**src/rtl/rwc_pkg.sv**
```systemverilog
package rwc_pkg;

    typedef enum logic [2:0] {
        ST_RUN,
        ST_HALT,
        ST_START,
        ST_PINHOLD,
        ST_WDRST
    } seq_state_e;

    typedef enum logic [1:0] {
        RK_NONE,
        RK_COLD,
        RK_WARM
    } rst_kind_e;

    typedef enum logic [2:0] {
        EV_NONE,
        EV_PIN_RUN,
        EV_PIN_HALT,
        EV_WDT_RUN,
        EV_WDT_HALT,
        EV_HALT,
        EV_CLR
    } flag_ev_e;

    typedef struct packed {
        logic to;
        logic pd;
    } cause_flags_t;

    // Cause-flag update for each sequencing event.
    function automatic cause_flags_t flags_next(cause_flags_t cur, flag_ev_e ev);
        cause_flags_t nxt;
        nxt = cur;
        case (ev)
            EV_PIN_HALT: begin nxt.to = 1'b0; nxt.pd = 1'b1; end
            EV_WDT_RUN:  begin nxt.to = 1'b1; end
            EV_WDT_HALT: begin nxt.to = 1'b1; nxt.pd = 1'b1; end
            EV_HALT:     begin nxt.to = 1'b0; nxt.pd = 1'b1; end
            EV_CLR:      begin nxt.to = 1'b0; nxt.pd = 1'b0; end
            default:     nxt = cur;
        endcase
        return nxt;
    endfunction

endpackage

```
**src/rtl/rwc_sync.sv**
```systemverilog
module rwc_sync #(
    parameter int STAGES = 2
) (
    input  logic clk,
    input  logic rst,
    input  logic d,
    output logic q
);
    logic [STAGES-1:0] chain;

    always_ff @(posedge clk) begin
        if (rst) chain <= '0;
        else     chain <= {chain[STAGES-2:0], d};
    end

    assign q = chain[STAGES-1];
endmodule

```
**src/rtl/rwc_wake_detect.sv**
```systemverilog
module rwc_wake_detect #(
    parameter int NWAKE = 4,
    parameter int NIRQ  = 4
) (
    input  logic             clk,
    input  logic             rst,
    input  logic             capture,
    input  logic [NWAKE-1:0] wake_evt,
    input  logic [NIRQ-1:0]  irq_req,
    output logic [NIRQ-1:0]  irq_snap,
    output logic             wake_any,
    output logic             wake_by_irq
);
    logic [NIRQ-1:0] fresh_irq;

    // Interrupt flags already pending at halt entry are masked for that halt.
    always_ff @(posedge clk) begin
        if (rst)          irq_snap <= '0;
        else if (capture) irq_snap <= irq_req;
    end

    assign fresh_irq   = irq_req & ~irq_snap;
    assign wake_by_irq = |fresh_irq;
    assign wake_any    = wake_by_irq | (|wake_evt);
endmodule

```
**src/rtl/rwc_startup_timer.sv**
```systemverilog
module rwc_startup_timer #(
    parameter int DELAY = 1024
) (
    input  logic clk,
    input  logic rst,
    input  logic clr,
    output logic done
);
    localparam int CW   = $clog2(DELAY);
    localparam int LAST = DELAY - 1;

    logic [CW-1:0] cnt;

    always_ff @(posedge clk) begin
        if (rst || clr)  cnt <= '0;
        else if (!done)  cnt <= cnt + 1'b1;
    end

    assign done = (cnt == CW'(LAST));
endmodule

```
**src/rtl/rstwake_ctrl.sv**
```systemverilog
module rstwake_ctrl
    import rwc_pkg::*;
#(
    parameter int NWAKE       = 4,
    parameter int NIRQ        = 4,
    parameter int DELAY       = 1024,
    parameter int SYNC_STAGES = 2
) (
    input  logic             clk,
    input  logic             rst,
    input  logic             pin_rst_raw,
    input  logic             wdt_expire,
    input  logic             halt_req,
    input  logic [NWAKE-1:0] wake_evt,
    input  logic [NIRQ-1:0]  irq_req,
    input  logic             flags_clr,
    output logic             cold_rst,
    output logic             warm_rst,
    output logic             stall,
    output logic             halted,
    output logic             resume_next,
    output logic             irq_entry,
    output logic             to_flag,
    output logic             pd_flag
);
    seq_state_e   state, state_nx;
    rst_kind_e    kind, kind_nx;
    cause_flags_t flags;
    flag_ev_e     ev;
    logic         cause_irq, cause_irq_nx;
    logic         pin_s;
    logic         wake_any, wake_by_irq;
    logic [NIRQ-1:0] irq_snap;
    logic         timer_done, timer_clr;
    logic         start_end;
    logic         resume_q, isr_d, isr_q;

    rwc_sync #(.STAGES(SYNC_STAGES)) u_sync (
        .clk (clk),
        .rst (rst),
        .d   (pin_rst_raw),
        .q   (pin_s)
    );

    rwc_wake_detect #(.NWAKE(NWAKE), .NIRQ(NIRQ)) u_wake (
        .clk         (clk),
        .rst         (rst),
        .capture     (ev == EV_HALT),
        .wake_evt    (wake_evt),
        .irq_req     (irq_req),
        .irq_snap    (irq_snap),
        .wake_any    (wake_any),
        .wake_by_irq (wake_by_irq)
    );

    assign timer_clr = (state != ST_START) || pin_s;

    rwc_startup_timer #(.DELAY(DELAY)) u_timer (
        .clk  (clk),
        .rst  (rst),
        .clr  (timer_clr),
        .done (timer_done)
    );

    // Sequencing: pin reset over watchdog over halt over flag clear.
    always_comb begin
        state_nx     = state;
        kind_nx      = kind;
        cause_irq_nx = cause_irq;
        ev           = EV_NONE;
        start_end    = 1'b0;
        case (state)
            ST_RUN: begin
                if (pin_s) begin
                    state_nx = ST_PINHOLD;
                    ev       = EV_PIN_RUN;
                end else if (wdt_expire) begin
                    state_nx = ST_WDRST;
                    ev       = EV_WDT_RUN;
                end else if (halt_req) begin
                    state_nx = ST_HALT;
                    ev       = EV_HALT;
                end else if (flags_clr) begin
                    ev       = EV_CLR;
                end
            end
            ST_HALT: begin
                if (pin_s) begin
                    state_nx     = ST_START;
                    kind_nx      = RK_COLD;
                    cause_irq_nx = 1'b0;
                    ev           = EV_PIN_HALT;
                end else if (wdt_expire) begin
                    state_nx     = ST_START;
                    kind_nx      = RK_WARM;
                    cause_irq_nx = 1'b0;
                    ev           = EV_WDT_HALT;
                end else if (wake_any) begin
                    state_nx     = ST_START;
                    kind_nx      = RK_NONE;
                    cause_irq_nx = wake_by_irq;
                end
            end
            ST_START: begin
                if (pin_s) begin
                    kind_nx = RK_COLD;
                end else if (timer_done) begin
                    state_nx  = ST_RUN;
                    start_end = 1'b1;
                end
            end
            ST_PINHOLD: begin
                if (!pin_s) state_nx = ST_RUN;
            end
            ST_WDRST: begin
                state_nx = pin_s ? ST_PINHOLD : ST_RUN;
            end
            default: state_nx = ST_START;
        endcase
    end

    always_ff @(posedge clk) begin
        if (rst) begin
            state     <= ST_START;
            kind      <= RK_COLD;
            cause_irq <= 1'b0;
            flags     <= '0;
            resume_q  <= 1'b0;
            isr_d     <= 1'b0;
            isr_q     <= 1'b0;
        end else begin
            state     <= state_nx;
            kind      <= kind_nx;
            cause_irq <= cause_irq_nx;
            flags     <= flags_next(flags, ev);
            resume_q  <= start_end && (kind == RK_NONE) && !cause_irq;
            isr_d     <= start_end && (kind == RK_NONE) && cause_irq;
            isr_q     <= isr_d;
        end
    end

    assign cold_rst    = ((state == ST_START) && (kind == RK_COLD)) ||
                         (state == ST_PINHOLD) || (state == ST_WDRST);
    assign warm_rst    = (state == ST_START) && (kind == RK_WARM);
    assign stall       = (state == ST_START) || (state == ST_PINHOLD) ||
                         (state == ST_WDRST);
    assign halted      = (state == ST_HALT);
    assign resume_next = resume_q;
    assign irq_entry   = isr_q;
    assign to_flag     = flags.to;
    assign pd_flag     = flags.pd;
endmodule

```
**config.mk**
```make
export PLATFORM = sky130hd
export DESIGN_NAME = rstwake_ctrl
export DESIGN_NICKNAME = d
export VERILOG_FILES = /design/src/rtl/rwc_pkg.sv /design/src/rtl/rwc_sync.sv /design/src/rtl/rwc_wake_detect.sv /design/src/rtl/rwc_startup_timer.sv /design/src/rtl/rstwake_ctrl.sv
export SDC_FILE = /design/constraint.sdc
export NUM_CORES = 1
export LEC_CHECK = 0
export ABC_CLOCK_PERIOD_IN_PS = 2100
export BUFFER_PORTS_ARGS = -buffer_cell sky130_fd_sc_hd__buf_4
export CAP_MARGIN = 20
export CELL_PAD_IN_SITES_DETAIL_PLACEMENT = 1
export CELL_PAD_IN_SITES_GLOBAL_PLACEMENT = 2
export CORE_ASPECT_RATIO = 0.6
export CORE_MARGIN = 3
export CORE_UTILIZATION = 35
export CTS_BUF_LIST = sky130_fd_sc_hd__clkbuf_4 sky130_fd_sc_hd__clkbuf_8
export DETAILED_ROUTE_END_ITERATION = 7
export GPL_ROUTABILITY_DRIVEN = 0
export HOLD_SLACK_MARGIN = 0.05
export PLACE_DENSITY_LB_ADDON = 0.15
export SETUP_SLACK_MARGIN = 0.2
export SLEW_MARGIN = 20
export SYNTH_ARGS = -nofsm -noshare
export SYNTH_HDL_FRONTEND = slang
export SYNTH_HIERARCHICAL = 1
export SYNTH_SLANG_ARGS = --single-unit
```
**constraint.sdc**
```tcl
create_clock -name clk -period 2.1 [get_ports clk]
set_input_delay 0.315 -clock clk [delete_from_list [all_inputs] [get_ports clk]]
set_output_delay 0.315 -clock clk [all_outputs]
set_load 0.01 [all_outputs]
```
## Word-level counts from Yosys, hierarchy flattened

Cells that the tools add are included.
Widths: inputs -> output; s select.

- Output and inout bits: 8
- Bits of input ports: 14
- Flip-flop bits (word level): 27

- Bitwise operators: 3
- Mux-type cells: 31
- Equal/unequal tests: 19
- Add/sub/neg operators: 1
- Reductions and logical operators: 26

Operators with widths:

| cell | number |
|---|---|
| $mux 3 | 15 |
| $pmux 3 s5 | 1 |
| $eq 3x2->1 const B | 4 |
| $eq 3x3->1 const B | 4 |
| $add 10x1->10 const B | 1 |
| $eq 10x10->1 const B | 1 |
| $mux 2 | 5 |
| $reduce_or 4->1 | 2 |
| $logic_or 1x1->1 | 6 |
| $mux 1 | 6 |
| $ne 2x2->1 const B | 3 |
| $pmux 3 s2 | 1 |
| $reduce_bool 2->1 | 3 |
| $reduce_or 3->1 | 2 |
| $logic_and 1x1->1 | 5 |
| $reduce_and 5->1 | 1 |
| $and 4x4->4 | 1 |
| $ne 4x2->1 const B | 1 |
| $ne 4x3->1 const B | 1 |
| $not 4->4 | 1 |
| $pmux 1 s2 | 2 |
| $pmux 2 s2 | 1 |
| $eq 3x1->1 const B | 1 |
| $logic_not 3->1 | 1 |
| other kinds (11) | 11 |

## Logic depth before layout (Yosys ltp)

Gate-level depths: netlist of the first run.

- Depth after elaboration: 8
- Depth in mapped cells: 7
- Gate-level depth less buffers: 7

## Modules after synthesis

Netlist of the first run, hierarchy kept.

By module, submodules not included:

| module | area an instance (µm²) | times used | cells each | sequential area each (µm²) |
|---|---|---|---|---|
| rstwake_ctrl | 699.4 | 1 | 83 | 220.2 |
| rwc_startup_timer | 491.7 | 1 | 53 | 200.2 |
| rwc_wake_detect | 187.7 | 1 | 21 | 80.1 |
| rwc_sync | 52.6 | 1 | 4 | 40.0 |

## Least setup slack after synthesis of the first run

Ideal clock, no wire load.

- Path kind: register -> register
- Start: register state[0]
- End: register u_timer.cnt[6]
- Stages on the path, launching flop included: 6
- Arrival time: 1548 ps
- Setup slack: 461 ps
- Required time: 2009 ps
- Cell sequence: dfxtp_1 -> buf_2 -> buf_2 -> or3_1 -> or2_2 -> a311oi_1

- Cells in the longest elaborated chain, start to end: 3

RTL lines:

| element | RTL line | source |
|---|---|---|
| from (decl) | rstwake_ctrl.sv:26 | `seq_state_e state, state_nx;` |
| from (signal assigned) | rstwake_ctrl.sv:132 | `state <= state_nx;` |
| $ne 3x2->1 | rstwake_ctrl.sv:56 | `assign timer_clr = (state != ST_START) \|\| pin_s;` |
| $logic_or 1x1->1 | rstwake_ctrl.sv:56 |  |
| via timer_clr | rstwake_ctrl.sv:34 | `logic timer_done, timer_clr;` |
| $logic_or 1x1->1 | rwc_startup_timer.sv:15 | `if (rst \|\| clr) cnt <= '0;` |
| to (signal assigned) | rwc_startup_timer.sv:16 | `else if (!done) cnt <= cnt + 1'b1;` |
| to (decl) | rwc_startup_timer.sv:12 | `logic [CW-1:0] cnt;` |

The timed path passes the listed nets, and every way through them passes these cells.
A chain may end at the register's enable or synchronous reset.

## Final worst setup path of the first run

- Start: register state[2]
- End: output port halted

- Cells in the longest elaborated chain, start to end: 1

RTL lines:

| element | RTL line | source |
|---|---|---|
| $eq 3x1->1 | rstwake_ctrl.sv:147 | `assign halted = (state == ST_HALT);` |
| to (decl) | rstwake_ctrl.sv:20 | `output logic halted,` |

No other way between the ends.

==> impl_summary.log, run 1 <==
[metrics] category of the worst setup path capture point: output port
[metrics] starting density of the core: 37.59%
[metrics] clock period minus final worst setup slack: 1746 ps
[metrics] TritonRoute pass-1 iters: 4
[metrics] standby leakage power: 0.6651 nW
[metrics] dpl hpwl: 2.933 mm
[metrics] layout-stage area growth over the synthesis result: 17.57%
[metrics] clock sinks: 27
[metrics] clock buffer count from CTS: 3
[metrics] Setup Viol. Count Final: 0
[metrics] slew of the pin with the lowest slew margin: 578.1 ps
[metrics] number of diodes: 0
[metrics] detailed-route wire length: 3.777 mm
[metrics] Post-CTS Resized: 0
[metrics] Peak VDD IR: 0.0002051 V
[metrics] worst clock skew: 11.13 ps
[metrics] number of hold violations in the final report: 0
[metrics] flip-flop and latch area: 541.8 um2
[metrics] number of setup buffers added after CTS: 0
[metrics] quantity of hold-fixing buffers added after cts: 0
[metrics] remaining antenna violation count after routing: 0
[metrics] nature of the critical path startpoint: flop
[metrics] number of violations reported at the end of detailed-routing iteration 0: 51
[metrics] CP arrival: 1430 ps
[metrics] count of unique library cells instantiated by Yosys: 58
[metrics] initial antenna violation count: 0
[metrics] setup_tns: 0 ps
[metrics] overflow left after global routing: 0
[metrics] path type of the worst setup path: reg2out
[metrics] clock-pin slew on the worst setup and hold paths: 100 ps
[metrics] post-route total power: 0.9062 mW
[metrics] Std-Cell Rows: 17
[metrics] depth of the worst register-to-register path: 4
[metrics] synthesized net count: 176
[metrics] # IOs: 22
[metrics] wire length of the first global-routing pass: 6.534 mm
[metrics] number of global-route vias before repair: 1315
[metrics] Die Y-Extent: 55.54 um
[metrics] TritonCTS clock tree: done
[metrics] Netlist Area Pre-Place: 1431 um2
[metrics] final instance area: 1683 um2
[metrics] number of buffers between clock root and the deepest sink: 2
[metrics] primary flip-flop cell chosen by synthesis mapping: sky130_fd_sc_hd__dfxtp_1
[metrics] Port Buffer Count: 21
[metrics] H-tree depth reported by CTS: 1
[metrics] detail-routed via count per cell: 5.557
[metrics] Cells after Synth: 161
[metrics] per-cell routed wire length: 16.42 um
[metrics] Period Utilization, post-route: 83.16%
[metrics] largest net degree at the start of global routing: 20
[metrics] Max Fanout on Critical Path: 8
[metrics] global routing usage summed across all routing layers: 16.69%
[metrics] setup repair after global routing missed its margin: false
[metrics] Max-slew headroom: 61.41%
[metrics] post-synthesis register bit count: 27
[metrics] Floorplan Core Area: 3807 um2
[metrics] fraction of layout cells with a size suffix above 1: 25.68%
[metrics] maximum clock frequency: 572.6 MHz
[metrics] power per standard cell area: 538.5 nW/um2
[metrics] kind of path behind the tightest hold check: in2reg
[metrics] total cell area at the placement stage: 1635 um2
[metrics] DIE AREA: 4918 um2
[metrics] Post-layout nets: 199
[metrics] number of fill cells in the layout: 452
[metrics] max-cap check violation count: 0
[metrics] Required @ worst endpoint: 1780 ps
[metrics] YS warnings: 6
[metrics] via count of the routed design: 1278
[metrics] Worst Hold Depth: 2
[metrics] outcome: finished clean
[metrics] EDFF count, synth: 0
[metrics] mean post-synth cell area: 8.891 um2
[metrics] die span in x: 88.56 um
[metrics] CTS root buffer: sky130_fd_sc_hd__clkbuf_8
[metrics] sequential share of the synthesized area: 37.76%
[metrics] worst skew pair latency: 280 ps
[metrics] Slew Viols, Final: 0
[metrics] DRC violation count after routing: 0
[metrics] fraction of registers with async set/reset: 0%
[metrics] Multi-input gate area: 795.8 um2
==> cells in the mapped netlist (2+ instances only) <==
master	instances	area, um2
sky130_fd_sc_hd__o311ai_1	2	17.52
sky130_fd_sc_hd__nor4_1	2	12.51
sky130_fd_sc_hd__a22oi_1	2	15.01
sky130_fd_sc_hd__a31oi_1	4	25.02
sky130_fd_sc_hd__a311oi_1	2	17.52
sky130_fd_sc_hd__nor2_2	2	12.51
sky130_fd_sc_hd__nor2_1	15	56.30
sky130_fd_sc_hd__a21oi_1	7	35.03
sky130_fd_sc_hd__nor3_1	2	10.01
sky130_fd_sc_hd__mux2i_1	6	60.06
sky130_fd_sc_hd__dfxtp_1	27	540.5
sky130_fd_sc_hd__o21ai_1	2	10.01
sky130_fd_sc_hd__nand3_1	3	15.01
sky130_fd_sc_hd__and3_2	2	15.01
sky130_fd_sc_hd__nand2b_1	3	18.77
sky130_fd_sc_hd__buf_4	3	22.52
sky130_fd_sc_hd__inv_1	9	33.78
sky130_fd_sc_hd__nand4_1	3	18.77
sky130_fd_sc_hd__and3_1	3	18.77
sky130_fd_sc_hd__o21ai_0	6	30.03
sky130_fd_sc_hd__nor2b_1	5	31.28
sky130_fd_sc_hd__and2_1	2	12.51
sky130_fd_sc_hd__buf_2	3	15.01
sky130_fd_sc_hd__or3_1	3	18.77
sky130_fd_sc_hd__nand2_1	10	37.54
==> power by group <==
part           leakage, nW  internal [mW]  switching, mW
Sequential           0.219          0.518        0.00901
Combinational        0.421         0.0337         0.0372
Clock               0.0255          0.133          0.175
Total                0.665          0.685          0.221
==> metal layers <==
layer | GRT usage, % | share of wire [%] | vias up
met2 | 22.36 | 41 | 28
met1 | 26.81 | 54 | 613
li1 | - | - | 633
met5 | 0 | 0 | -
met3 | 3.726 | 4.2 | 4
met4 | 3.017 | 1.1 | 0
==> critical path, cell delays in order (launching register included) <==
cell and delay (ps):
sky130_fd_sc_hd__dfxtp_1 350, sky130_fd_sc_hd__buf_4 180, sky130_fd_sc_hd__nor2_2 270, sky130_fd_sc_hd__and2_1 220
sky130_fd_sc_hd__buf_4 130
==> logic make-up (layout without fill, tap and decap cells) <==
kind of cell,Yosys count,after routing,share of synthesized area (%)
buffers and inverters,19,41,6.642
AOI/OAI and AO/OA,42,42,23.08
adders and majority gates,1,1,0.8740
muxes,7,7,5.245
and+or+nand+nor,64,64,25.79
xor gates and xnor gates,1,1,0.6120
DFF,27,27,37.76
==> worst paths after layout <==
check,start,endpoint,slack [ps]
max,state[2],halted,350
min,pin_rst_raw,u_sync/chain[0],250
max reg2reg,u_sync/chain[1],state[0],450
min reg2reg,u_sync/chain[0],u_sync/chain[1],450
==> area by class of cell <==
| type | count | area share (%) |
|---|---|---|
| Timing Repair Buffer | 27 | 12.04 |
| Clock buffer | 3 | 2.454 |
| Clock inverter | 1 | 0.2974 |
| Inverter | 10 | 2.230 |
| Tap cell | 47 | 3.494 |
| Multi-Input combinational cell | 115 | 47.29 |
| Sequential cell | 27 | 32.19 |
==> sequential cells by signal (all words and copies together) (netlist names) <==
name	flops
u_timer/cnt	10
u_wake/irq_snap	4
state	3
kind	2
u_sync/chain	2
cause_irq	1
irq_entry	1
isr_d	1
pd_flag	1
resume_next	1
to_flag	1
==> placed cells by master (no fill, tap or decap), types with 3 or more instances in the layout <==
cell and instances:
sky130_fd_sc_hd__nor2_1 15, sky130_fd_sc_hd__nand4_1 3, sky130_fd_sc_hd__buf_4 27, sky130_fd_sc_hd__mux2i_1 6
sky130_fd_sc_hd__a21oi_1 7, sky130_fd_sc_hd__o21ai_0 6, sky130_fd_sc_hd__nand2b_1 3, sky130_fd_sc_hd__dfxtp_1 26
sky130_fd_sc_hd__and3_1 3, sky130_fd_sc_hd__clkbuf_8 3, sky130_fd_sc_hd__nand2_1 10, sky130_fd_sc_hd__or3_1 3
sky130_fd_sc_hd__a31oi_1 4, sky130_fd_sc_hd__nand3_1 3, sky130_fd_sc_hd__inv_1 9, sky130_fd_sc_hd__nor2b_1 5
==> stage by stage <==
step | cells | setup slack, ps | utilization, % | hold WS, ps
global route | 230 | 258.0 | 44.20 | 270.4
detailed placement | 226 | 305.9 | 42.95 | 433.6
CTS | 230 | 305.7 | 44.17 | 242.0
global placement | 226 | 434.0 | 42.95 | 422.4
finish | 230 | 353.7 | 44.20 | 251.8
floorplan | 161 | 460.7 | - | 386.6
Power figures use the tool's default switching activity.
==> run 2, diff against run 1 <==
--- a/config.mk
+++ b/config.mk
@@ -5,14 +5,15 @@
 export SDC_FILE = /design/constraint.sdc
 export NUM_CORES = 1
 export LEC_CHECK = 0
-export ABC_CLOCK_PERIOD_IN_PS = 2100
+export ABC_AREA = 1
+export ABC_CLOCK_PERIOD_IN_PS = 1700
 export BUFFER_PORTS_ARGS = -buffer_cell sky130_fd_sc_hd__buf_4
 export CAP_MARGIN = 20
 export CELL_PAD_IN_SITES_DETAIL_PLACEMENT = 1
 export CELL_PAD_IN_SITES_GLOBAL_PLACEMENT = 2
 export CORE_ASPECT_RATIO = 0.6
 export CORE_MARGIN = 3
-export CORE_UTILIZATION = 35
+export CORE_UTILIZATION = 31
 export CTS_BUF_LIST = sky130_fd_sc_hd__clkbuf_4 sky130_fd_sc_hd__clkbuf_8
 export DETAILED_ROUTE_END_ITERATION = 7
 export GPL_ROUTABILITY_DRIVEN = 0
==> constraint.sdc (replaced) <==
create_clock -name clk -period 1.7 [get_ports clk]
set_input_delay 0.255 -clock clk [delete_from_list [all_inputs] [get_ports clk]]
set_output_delay 0.255 -clock clk [all_outputs]
set_load 0.01 [all_outputs]
==> impl_summary.log, run 2 <==
[metrics] most instantiated cells after synthesis: sky130_fd_sc_hd__nand2_1, sky130_fd_sc_hd__nor2_1, sky130_fd_sc_hd__inv_1, sky130_fd_sc_hd__dfxtp_1, sky130_fd_sc_hd__a21oi_1
[metrics] setup_tns: 0 ps (unchanged)
[metrics] setup repair after global routing missed its margin: true
[metrics] number of diodes: 0 (unchanged)
[metrics] portion of netlist area occupied by mux cells: 0% (-5.2 points)
[metrics] remaining antenna violation count after routing: 0 (unchanged)
[metrics] fraction of layout cells with a size suffix above 1: 36.92% (+11 points)
[metrics] maximum clock frequency: 686.8 MHz
[metrics] sequential share of the synthesized area: 38.74% (+0.98 points)
[metrics] outcome: finished clean
[metrics] global routing usage summed across all routing layers: 15.92% (-0.77 points)
[metrics] commonest cells after routing, fill and taps aside: sky130_fd_sc_hd__nand2_1, sky130_fd_sc_hd__buf_4, sky130_fd_sc_hd__inv_1
[metrics] DIE AREA: 5368 um2 (+9.1%)
[metrics] Max Fanout on Critical Path: 4 (-4)
[metrics] dpl hpwl: 3.198 mm (+9.0%)
[metrics] kind of path behind the tightest hold check: in2reg
[metrics] endpoint of the most critical register-to-register path: u_wake/irq_snap[3]
[metrics] clock buffer count from CTS: 3 (unchanged)
[metrics] power per standard cell area: 1058 nW/um2 (+96%)
[metrics] detailed-route wire length: 4.236 mm (+12%)
[metrics] via count of the routed design: 1478 (+16%)
[metrics] part of the total power dissipated in combinational logic: 44.1% (+36 points)
[metrics] Psw: 0.8093 mW (+270%)
[metrics] largest net degree at the start of global routing: 16 (-20%)
[metrics] post-layout util: 47.27% (+3.1 points)
[metrics] mean post-synth cell area: 6.581 um2 (-26%)
[metrics] quantity of hold-fixing buffers added after cts: 0 (unchanged)
[metrics] category of the worst setup path capture point: output port
[metrics] YS warnings: 6 (unchanged)
[metrics] Cells after Synth: 212 (+32%)
[metrics] EDFF count, synth: 0 (unchanged)
[metrics] path type of the worst setup path: reg2out
[metrics] Worst Hold Depth: 3 (+1)
[metrics] standby leakage power: 0.9436 nW (+42%)
[metrics] worst skew pair latency: 280 ps (about the same)
[metrics] most repeated cell in the gate-level netlist after synthesis: sky130_fd_sc_hd__nand2_1
[metrics] Synth Area in Compound Gates: 9.148% (-14 points)
[metrics] clock period minus final worst setup slack: 1456 ps
[metrics] clock-pin slew on the worst setup and hold paths: 100 ps (about the same)
[metrics] leading area contributor after synthesis: sky130_fd_sc_hd__dfxtp_1
[metrics] DRC violation count after routing: 0 (unchanged)
[metrics] worst hold endpoint: u_sync/chain[0]
[metrics] die span in x: 92.61 um (+4.6%)
[metrics] primary flip-flop cell chosen by synthesis mapping: sky130_fd_sc_hd__dfxtp_1
[metrics] synthesized-area fraction occupied by and/or/nand/nor cells: 39.82% (+14 points)
[metrics] Floorplan Core Area: 4212 um2 (+11%)
[metrics] number of global-route vias before repair: 1460 (+11%)
[metrics] slew of the pin with the lowest slew margin: 375.4 ps (-202.6 ps)
[metrics] number of buffers between clock root and the deepest sink: 2 (unchanged)
[metrics] overflow left after global routing: 0 (unchanged)
[metrics] Max-slew headroom: 74.88% (+13 points)
[metrics] commonest non-fill, non-tap cell in the layout: sky130_fd_sc_hd__nand2_1
[metrics] Std-Cell Rows: 18 (+1)
[metrics] synth top area cells: sky130_fd_sc_hd__dfxtp_1, sky130_fd_sc_hd__nand2_1, sky130_fd_sc_hd__nor2_1
[metrics] # IOs: 22 (unchanged)
[metrics] fraction of registers with async set/reset: 0% (unchanged)
[metrics] TritonRoute pass-1 iters: 4 (unchanged)
[metrics] number of hold violations in the final report: 0 (unchanged)
[metrics] final instance area: 1991 um2 (+18%)
[metrics] number of violations reported at the end of detailed-routing iteration 0: 37 (-27%)
[metrics] H-tree depth reported by CTS: 1 (unchanged)
[metrics] post-synthesis register bit count: 27 (unchanged)
[metrics] starting density of the core: 33.13% (-4.5 points)
[metrics] depth of the worst register-to-register path: 11 (+7)
[metrics] worst clock skew: 7.184 ps (-3.945 ps)
[metrics] flip-flop count of the largest register after layout: 10 (unchanged)
[metrics] Int Pwr: 1.297 mW (+89%)
[metrics] startpoint of the tightest hold check path: pin_rst_raw
[metrics] net switching fraction of the power: 38.42% (+14 points)
[metrics] startpoint of the worst register-to-register path: state[0]
[metrics] CP arrival: 1200 ps (-230 ps)
[metrics] Peak VDD IR: 0.0003719 V (+81%)
[metrics] initial antenna violation count: 0 (unchanged)
[metrics] total cell area at the placement stage: 1665 um2 (+1.8%)
[metrics] layout-stage area growth over the synthesis result: 42.69%
[metrics] arithmetic-cell share of the synthesized area counting full adders, half adders and majority gates: 0.8969% (+0.023 points)
[metrics] Flop pwr share: 38.0% (-20 points)
[metrics] Post-layout nets: 276 (+39%)
[metrics] Port Buffer Count: 21 (unchanged)
[metrics] wire length of the first global-routing pass: 6.796 mm (+4.0%)
[metrics] nature of the critical path startpoint: flop
[metrics] Required @ worst endpoint: 1440 ps (-340 ps)
[metrics] max-cap check violation count: 0 (unchanged)
[metrics] synthesized net count: 227 (+29%)
[metrics] Period Utilization, post-route: 85.65%
[metrics] Netlist Area Pre-Place: 1395 um2 (-2.5%)
[metrics] count of unique library cells instantiated by Yosys: 26 (-55%)
[metrics] combinational family with the most area after synthesis: simple AND/OR/NAND/NOR gates
[metrics] per-cell routed wire length: 13.24 um (-19%)
[metrics] clock sinks: 27 (unchanged)
[metrics] top-area cell type share of the netlist area: 38.74% (+0.98 points)
[metrics] Clock Power Share: 18.0% (-16 points)
[metrics] detail-routed via count per cell: 4.619 (-17%)
[metrics] TritonCTS clock tree: done
[metrics] Slew Viols, Final: 0 (unchanged)
[metrics] Die Y-Extent: 57.97 um (+4.4%)
[metrics] parity-gate share of the synthesized area counting xor and xnor cells: 1.883% (+1.3 points)
[metrics] Top reg by flops: u_timer/cnt
[metrics] minimum setup slack among reg-to-reg paths: 250 ps (-200 ps)
[metrics] CTS root buffer: sky130_fd_sc_hd__clkbuf_8
[metrics] registers with the highest flip-flop counts: u_timer/cnt x10, u_wake/irq_snap x4, state x3
[metrics] Setup Viol. Count Final: 0 (unchanged)
[run 2: metrics by stage]
step	setup slack, ps	power, mW	instances	hold slack, ps
global placement	140.1	1.352	298	396.2
floorplan	227.9	1.155	212	324.1
finish	243.9	2.106	320	188.9
global route	154.2	2.267	320	186.0
CTS	190.5	1.930	310	177.4
detailed placement	84.32	1.390	298	403.1
[run 2: cell families (layout without fill, tap and decap cells)]
| group | Yosys count | in the layout |
|---|---|---|
| AND/OR/NAND/NOR | 123 | 123 |
| AO/OA/AOI/OAI | 24 | 24 |
| flip-flops | 27 | 27 |
| adder cells (fa/ha/maj) | 1 | 1 |
| XOR/XNOR | 3 | 3 |
| buffers and inverters | 34 | 82 |
[run 2: what timing repair did]
item | CTS | global route
pin swaps | 6 | 12
resized for setup | 17 | 34
endpoints found under the setup margin | 10 | 16
buffers inserted | 8 | 10
[run 2: how the worst max path moves through the flow]
stage | from | slack (ps) | endpoint | cells after the start
final | state[1] | 240 | cold_rst | 5
after floorplan | u_timer/cnt[0] | 230 | state[0] | 10
after global placement | state[0] | 140 | u_wake/irq_snap[3] | 10
after global routing | state[1] | 150 | cold_rst | 5
after CTS | state[1] | 190 | warm_rst | 5
after detailed placement | u_timer/cnt[0] | 80 | state[0] | 10
[run 2: critical path: stages, from the launching register on]
cell	delay [ps]
sky130_fd_sc_hd__dfxtp_4	380
sky130_fd_sc_hd__inv_4	50
sky130_fd_sc_hd__nor2_4	110
sky130_fd_sc_hd__inv_1	100
sky130_fd_sc_hd__o21ai_2	150
sky130_fd_sc_hd__buf_4	130
[run 2: layout make-up]
cell class	instances	area [um2]
fill	553	2221
clock buffer	3	41.29
timing repair buffer	44	334.1
tap	60	75.07
sequential	27	563.0
inverter	34	137.6
multi-input combinational	151	834.6
clock inverter	1	5.005
[run 2: routing by layer]
layer,GRT usage (%),wire length [um],vias up
met3,3.243,144,4
met4,3.383,27,0
met2,25.67,1923,21
met1,22.26,2141,697
li1,-,-,756
met5,0,0,-
[run 2: power by group through the flow]
stage / clock (mW) / sequential, mW / combinational, mW
after floorplan: 0 / 0.767 / 0.388
after global placement: 0 / 0.773 / 0.579
after detailed placement: 0 / 0.779 / 0.612
after CTS: 0.396 / 0.774 / 0.760
after global routing: 0.426 / 0.811 / 1.03
final: 0.378 / 0.800 / 0.928
